===== config.mk =====
export PLATFORM = sky130hd
export DESIGN_NAME = cfg_word_rx
export DESIGN_NICKNAME = d
export VERILOG_FILES = /design/src/rtl/cfgrx_pkg.sv /design/src/rtl/cfgrx_sync.sv /design/src/rtl/cfgrx_framer.sv /design/src/rtl/cfgrx_port.sv /design/src/rtl/cfg_word_rx.sv
export SDC_FILE = /design/constraint.sdc
export NUM_CORES = 1
export LEC_CHECK = 0
export BUFFER_PORTS_ARGS = -buffer_cell sky130_fd_sc_hd__buf_2
export CAP_MARGIN = 5
export CORE_ASPECT_RATIO = 0.5
export CORE_MARGIN = 2
export CORE_UTILIZATION = 45
export CTS_CLUSTER_SIZE = 20
export DETAILED_ROUTE_END_ITERATION = 8
export GPL_TIMING_DRIVEN = 0
export HOLD_SLACK_MARGIN = 0.02
export PLACE_DENSITY = 0.67
export SETUP_SLACK_MARGIN = 0.15
export SLEW_MARGIN = 10
export SYNTH_ARGS = -nofsm -noshare
export SYNTH_HDL_FRONTEND = slang
export SYNTH_HIERARCHICAL = 1
export SYNTH_SLANG_ARGS = --single-unit

===== constraint.sdc =====
create_clock -name clk -period 1.85 [get_ports clk]
set_input_delay 0.37 -clock clk [delete_from_list [all_inputs] [get_ports clk]]
set_output_delay 0.37 -clock clk [all_outputs]
set_load 0.05 [all_outputs]

===== src/rtl/cfgrx_pkg.sv =====
package cfgrx_pkg;
  localparam int FRAME_W   = 12;
  localparam int NUM_PORTS = 2;
  localparam int MODE_W    = 2;
  localparam int BIAS_W    = 4;
  // bit positions inside the window; B0 lands in the MSB after a full word
  localparam int POS_START0 = FRAME_W - 1;
  localparam int POS_START1 = FRAME_W - 2;
  localparam int POS_MASK_HI = FRAME_W - 3;
  localparam int POS_MODE_HI = POS_MASK_HI - NUM_PORTS;
  localparam int POS_BIAS_HI = POS_MODE_HI - MODE_W;
  localparam int POS_PAR    = 1;
  localparam int POS_STOP   = 0;

  typedef enum logic [MODE_W-1:0] {
    MODE_OFF   = 2'b00,
    MODE_TERM  = 2'b01,
    MODE_AMP   = 2'b10,
    MODE_BOOST = 2'b11
  } pmode_e;

  typedef struct packed {
    logic [NUM_PORTS-1:0] mask;
    pmode_e               mode;
    logic [BIAS_W-1:0]    bias;
  } payload_t;
endpackage


===== src/rtl/cfgrx_sync.sv =====
module cfgrx_sync #(
  parameter int STAGES = 2,
  parameter int WIDTH  = 2
) (
  input  logic             clk,
  input  logic             rst,
  input  logic [WIDTH-1:0] async_i,
  output logic [WIDTH-1:0] sync_o
);
  logic [WIDTH-1:0] stage_q [STAGES];

  generate
    for (genvar s = 0; s < STAGES; s++) begin : g_stage
      always_ff @(posedge clk) begin
        if (rst) stage_q[s] <= '0;
        else if (s == 0) stage_q[s] <= async_i;
        else stage_q[s] <= stage_q[(s == 0) ? 0 : s-1];
      end
    end
  endgenerate

  assign sync_o = stage_q[STAGES-1];
endmodule


===== src/rtl/cfgrx_framer.sv =====
module cfgrx_framer
  import cfgrx_pkg::*;
(
  input  logic     clk,
  input  logic     rst,
  input  logic     bit_stb,
  input  logic     bit_val,
  output logic     frame_ok,
  output logic     parity_err,
  output payload_t payload
);
  localparam int CNT_W = $clog2(FRAME_W + 1);

  logic [FRAME_W-1:0] win_q;
  logic [CNT_W-1:0]   fill_q;
  logic               chk_q;
  logic               framed, par_good;

  assign framed = (fill_q == CNT_W'(FRAME_W)) && !win_q[POS_START0] &&
                  win_q[POS_START1] && win_q[POS_STOP];
  assign par_good = ^win_q[POS_MASK_HI:POS_PAR];

  always_ff @(posedge clk) begin
    if (rst) begin
      win_q      <= '0;
      fill_q     <= '0;
      chk_q      <= 1'b0;
      frame_ok   <= 1'b0;
      parity_err <= 1'b0;
      payload    <= '0;
    end else begin
      frame_ok   <= 1'b0;
      parity_err <= 1'b0;
      chk_q      <= bit_stb;
      if (chk_q && framed) begin
        win_q  <= '0;
        fill_q <= '0;
        if (par_good) begin
          frame_ok <= 1'b1;
          payload  <= win_q[POS_MASK_HI:POS_PAR+1];
        end else begin
          parity_err <= 1'b1;
        end
      end else if (bit_stb) begin
        win_q <= {win_q[FRAME_W-2:0], bit_val};
        if (fill_q != CNT_W'(FRAME_W)) fill_q <= fill_q + 1'b1;
      end
    end
  end

  AST_PULSE_EXCL: assert property (@(posedge clk) disable iff (rst)
    !(frame_ok && parity_err));
  AST_OK_ONE_CYCLE: assert property (@(posedge clk) disable iff (rst)
    frame_ok |=> !frame_ok);
  AST_ERR_ONE_CYCLE: assert property (@(posedge clk) disable iff (rst)
    parity_err |=> !parity_err);
endmodule


===== src/rtl/cfgrx_port.sv =====
module cfgrx_port
  import cfgrx_pkg::*;
(
  input  logic              clk,
  input  logic              rst,
  input  logic              wr,
  input  pmode_e            mode_i,
  input  logic [BIAS_W-1:0] bias_i,
  output logic [MODE_W-1:0] mode_o,
  output logic [BIAS_W-1:0] bias_o,
  output logic              amp_en,
  output logic              boost_en,
  output logic              term_en
);
  always_ff @(posedge clk) begin
    if (rst) begin
      mode_o   <= '0;
      bias_o   <= '0;
      amp_en   <= 1'b0;
      boost_en <= 1'b0;
      term_en  <= 1'b0;
    end else if (wr) begin
      mode_o   <= mode_i;
      amp_en   <= mode_i[MODE_W-1];
      boost_en <= (mode_i == MODE_BOOST);
      term_en  <= (mode_i == MODE_TERM);
      bias_o   <= mode_i[MODE_W-1] ? bias_i : '0;
    end
  end

  AST_BOOST_NEEDS_AMP: assert property (@(posedge clk) disable iff (rst)
    boost_en |-> amp_en);
  AST_TERM_NOT_AMP: assert property (@(posedge clk) disable iff (rst)
    !(term_en && amp_en));
  AST_BIAS_ZERO_OFF: assert property (@(posedge clk) disable iff (rst)
    !amp_en |-> (bias_o == '0));
  AST_HOLD_UNWRITTEN: assert property (@(posedge clk) disable iff (rst)
    !wr |=> $stable(mode_o));
endmodule


===== src/rtl/cfg_word_rx.sv =====
module cfg_word_rx
  import cfgrx_pkg::*;
#(
  parameter int SYNC_STAGES = 2
) (
  input  logic                        clk,
  input  logic                        rst,
  input  logic                        sclk_in,
  input  logic                        sdata_in,
  output logic [NUM_PORTS*MODE_W-1:0] mode_o,
  output logic [NUM_PORTS*BIAS_W-1:0] bias_o,
  output logic [NUM_PORTS-1:0]        amp_en_o,
  output logic [NUM_PORTS-1:0]        boost_en_o,
  output logic [NUM_PORTS-1:0]        term_en_o,
  output logic                        frame_ok_o,
  output logic                        parity_err_o
);
  logic [1:0] line_s;
  logic       sclk_d;
  logic       rise;
  payload_t   pay;

  cfgrx_sync #(.STAGES(SYNC_STAGES), .WIDTH(2)) u_sync (
    .clk(clk), .rst(rst), .async_i({sclk_in, sdata_in}), .sync_o(line_s));

  always_ff @(posedge clk) begin
    if (rst) sclk_d <= 1'b0;
    else     sclk_d <= line_s[1];
  end
  assign rise = line_s[1] && !sclk_d;

  cfgrx_framer u_framer (
    .clk(clk), .rst(rst), .bit_stb(rise), .bit_val(line_s[0]),
    .frame_ok(frame_ok_o), .parity_err(parity_err_o), .payload(pay));

  // mask MSB (B2) selects port 0
  generate
    for (genvar p = 0; p < NUM_PORTS; p++) begin : g_port
      cfgrx_port u_port (
        .clk(clk), .rst(rst),
        .wr(frame_ok_o && pay.mask[NUM_PORTS-1-p]),
        .mode_i(pay.mode), .bias_i(pay.bias),
        .mode_o(mode_o[p*MODE_W +: MODE_W]),
        .bias_o(bias_o[p*BIAS_W +: BIAS_W]),
        .amp_en(amp_en_o[p]), .boost_en(boost_en_o[p]), .term_en(term_en_o[p]));
    end
  endgenerate
endmodule


==> results.md <==
* CTS Buffer Depth at 2
* Hold_buf cts at 0
* Sequential Power Share at 0.562
* RSZ-0062 raised after global routing: yes
* Initial detailed-routing violation count at between 50 and 60
* Final setup violation count at 0
* Fmax at 568 MHz
* Grt ovf at 0
* Post-Route WL at about 3800 um
* EDFF count, synth at 0
* Clock group share of total power at 0.401
* Top post-synthesis cells by area: dfxtp_1 (49%), mux2i_1 (8.2%), nand3_1 (5.7%), a21oi_1 (4.6%), nor2_1 (3.9%)
* Worst Reg-to-Reg Cells at 7
* Die area at roughly 4900 um^2
* CTS clk-pin slew, worst paths at 100 ps
* RR Endpoint: u_framer/payload[5]
* R2r startpoint: u_framer/fill_q[0]
* Pin count of the biggest net entering global routing at 16
* Initial antenna violation count at 0
* Fin crit share at 0.952
* Root buf cell: clkbuf_8
* CTS tree: yes
* Crit Path Class: flop to flop
* Top Ports at 24
* Area leader, netlist: dfxtp_1
* Remaining antenna violation count at 0
* Leakage power at 0.915 nW
* Synthesis warning total at 6
* Via count at 1449
* Outcome: completed
* #FFs+latches synth at 48
* Detailed Routing Iterations Pass 1 at 4
* Worst-margin pin slew at 469 ps
* Mapped Nets at between 200 and 250
* Mapped Cells at a little under 200
* Mean Syn Cell Area at 9.99 um^2
* Worst setup margin at 88.1 ps
* Area Growth Syn to Fin at 25.8%
* Sequential area share after synthesis at 0.493
* Number of clock sinks at 48
* Worst setup EP type: flop
* Req. time, crit path at 2030 ps
* Critical Path Fanout Max at 5
* Initial Util at 0.484
* Most common cell after layout, fill and taps aside: dfxtp_1
* Core Box Area at 4020 um^2
* Vias/cell at 5.03
* Row cnt at 16
* GRT Overall Usage at 0.159
* Compound-gate portion of the synthesized area at 0.0790
* GPL Wtd Cong at between 0.7 and 0.8
* Hold path depth at 2
* Min-delay src: sdata_in
* Flop2flop setup slack at 90 ps
* Util after Layout at 0.609
* PwrDens at between 700 and 800 nW/um^2
* Hold Fails Final Rpt at 0
* Hold WC Path Type: input port to flop
* Most frequent cells in the layout: dfxtp_1 (45), buf_2 (24), nand3_1 (21)
* Adder-cell area share of the yosys netlist at 0.0128
* Total CTS buffers at 5
* Synthesized cell area at a little under 2000 um^2
* Combinational power share at 0.037
* Psw at 390 uW
* Vias in the first global route at 1318
* Max Cap Viol at 0
* Top FF cell, synth: dfxtp_1
* Final period demand of the worst path at about 1800 ps
* Largest family of logic cells by synthesized area: simple AND/OR/NAND/NOR gates
* Mux contribution to synthesized area at 0.0822
* Latest clock arrival within the worst-skew pair at just over 300 ps
* Simple-gate share of the synthesized area at 0.217
* Setup Skew at approximately 14 ps
* Drt drc at 0
* H-tree level count at 2
* Synth top area share at 0.493
* Ant diodes at 0
* Hpwl dp at 2480 um
* Internal Power at 1.47 mW
* CP arrival at 1940 ps
* Multi-input logic area at 1000 um^2
* Port bufs at 23
* Async SR Flop Fraction at 0
* Final nets at 239
* Maximum VDD drop at ~0.36 mV
* Startpoint Class: flop
* XOR/XNOR share of the synthesized area at 0.0739
* Max-slew violations at 0
* Worst relative slew slack at 0.687
* Yosys cell types at 32
* Die height at 50.5 um
* Place WS at -27.0 ps
* Share of layout cells above drive strength 1 at 0.359
* Filler Cell Count at 331
* First-pass GRT wire length at 6090 um
* DR WL/cell at 13.3 um
* FF/Latch Area at just under 1000 um^2
* TNS Setup at 0 ps
* Design Power at about 1.9 mW
* Endpoint, Worst Hold: u_sync/stage_q[0][0]
* Die Wd at 97.1 um
* Sw Ratio at 0.209
-- Yosys cell counts, types with 3 or more instances --
master,number
dfxtp_1,48
nand3_1,22
nor2_1,20
a21oi_1,18
mux2i_1,16
nand2b_2,8
xnor2_1,8
o21ai_1,7
nand2b_1,5
nor2b_1,5
clkbuf_1,4
nand2_1,4
buf_4,3
-- metal layers --
layer	track usage	vias up	wire, um
li1	-	734	-
met1	0.203	669	1790
met2	0.248	35	1770
met3	0.0571	11	197
met4	0.0657	0	85
met5	0	-	0
-- worst max path at each step --
stage                     slack [ps]  cells past startpoint             endpoint                from
final                             90                      7  u_framer/payload[5]  u_framer/fill_q[0]
after global routing              30                      7  u_framer/payload[5]  u_framer/fill_q[0]
after CTS                        150                      8   u_framer/win_q[11]  u_framer/fill_q[0]
after detailed placement         -30                      8    u_framer/win_q[3]  u_framer/fill_q[0]
after global placement            10                      8    u_framer/win_q[5]  u_framer/fill_q[0]
after floorplan                  160                      7  u_framer/payload[7]  u_framer/fill_q[0]
-- timing repair --
action | CTS | global route
pin swaps | 1 | 17
gates resized for setup | 15 | 18
endpoints found under the setup margin | 26 | 17
setup buffers | 3 | 3
gates cloned | 1 | 1
-- per-stage QoR --
| step | instance area [um^2] | cells | hold WS, ps |
|---|---|---|---|
| CTS | 2340 | 284 | 278 |
| floorplan | 1960 | 195 | 414 |
| finish | 2450 | 288 | 282 |
| global placement | 2140 | 272 | 417 |
| global route | 2450 | 288 | 282 |
| detailed placement | 2140 | 272 | 426 |
-- logic make-up (layout without fill, tap and decap cells) --
kind of cell,count (synthesis),after routing
AOI/OAI and AO/OA,29,29
xor gates and xnor gates,12,12
adders and majority gates,2,2
buffers and inverters,14,53
DFF,48,48
muxes,16,16
and+or+nand+nor,74,74
-- power by group through the flow --
stage | sequential (mW) | clock, mW | combinational [mW]
2_1_floorplan | 1.07 | 0 | 0.0392
3_3_place_gp | 1.07 | 0 | 0.0521
3_5_place_dp | 1.07 | 0 | 0.0526
4_1_cts | 1.05 | 0.772 | 0.0640
5_1_grt | 1.05 | 0.818 | 0.0752
6_report | 1.05 | 0.748 | 0.0689
-- state kept, by name (all words and copies together) (netlist names) --
| register | flops |
|---|---|
| g_port.u_port/mode_o | 4 |
| g_port.u_port/bias_o | 8 |
| g_port.u_port/boost_en | 2 |
| u_framer/win_q | 12 |
| sclk_d | 1 |
| u_framer/chk_q | 1 |
| u_framer/parity_err | 1 |
| u_framer/fill_q | 4 |
| u_framer/payload | 8 |
| u_sync/stage_q | 4 |
| g_port.u_port/term_en | 2 |
| u_framer/frame_ok | 1 |
-- critical path, stage by stage, from the launching register on --
cell and delay (ps):
dfxtp_2 340, inv_2 70, ha_4 140, nand3_4 80, or4b_4 590, clkbuf_16 180, o21ai_1 150, a21oi_1 90
-- final cells by class --
class,count,area share
flip-flops and latches,48,0.394
multi-input cells,133,0.410
clock buffers,5,0.0281
inverters,2,0.00306
clock inverters,3,0.0174
repair buffers,31,0.0801
plain buffers,12,0.0403
well taps,54,0.0276
No activity file was read; power rests on OpenSTA's default activity.
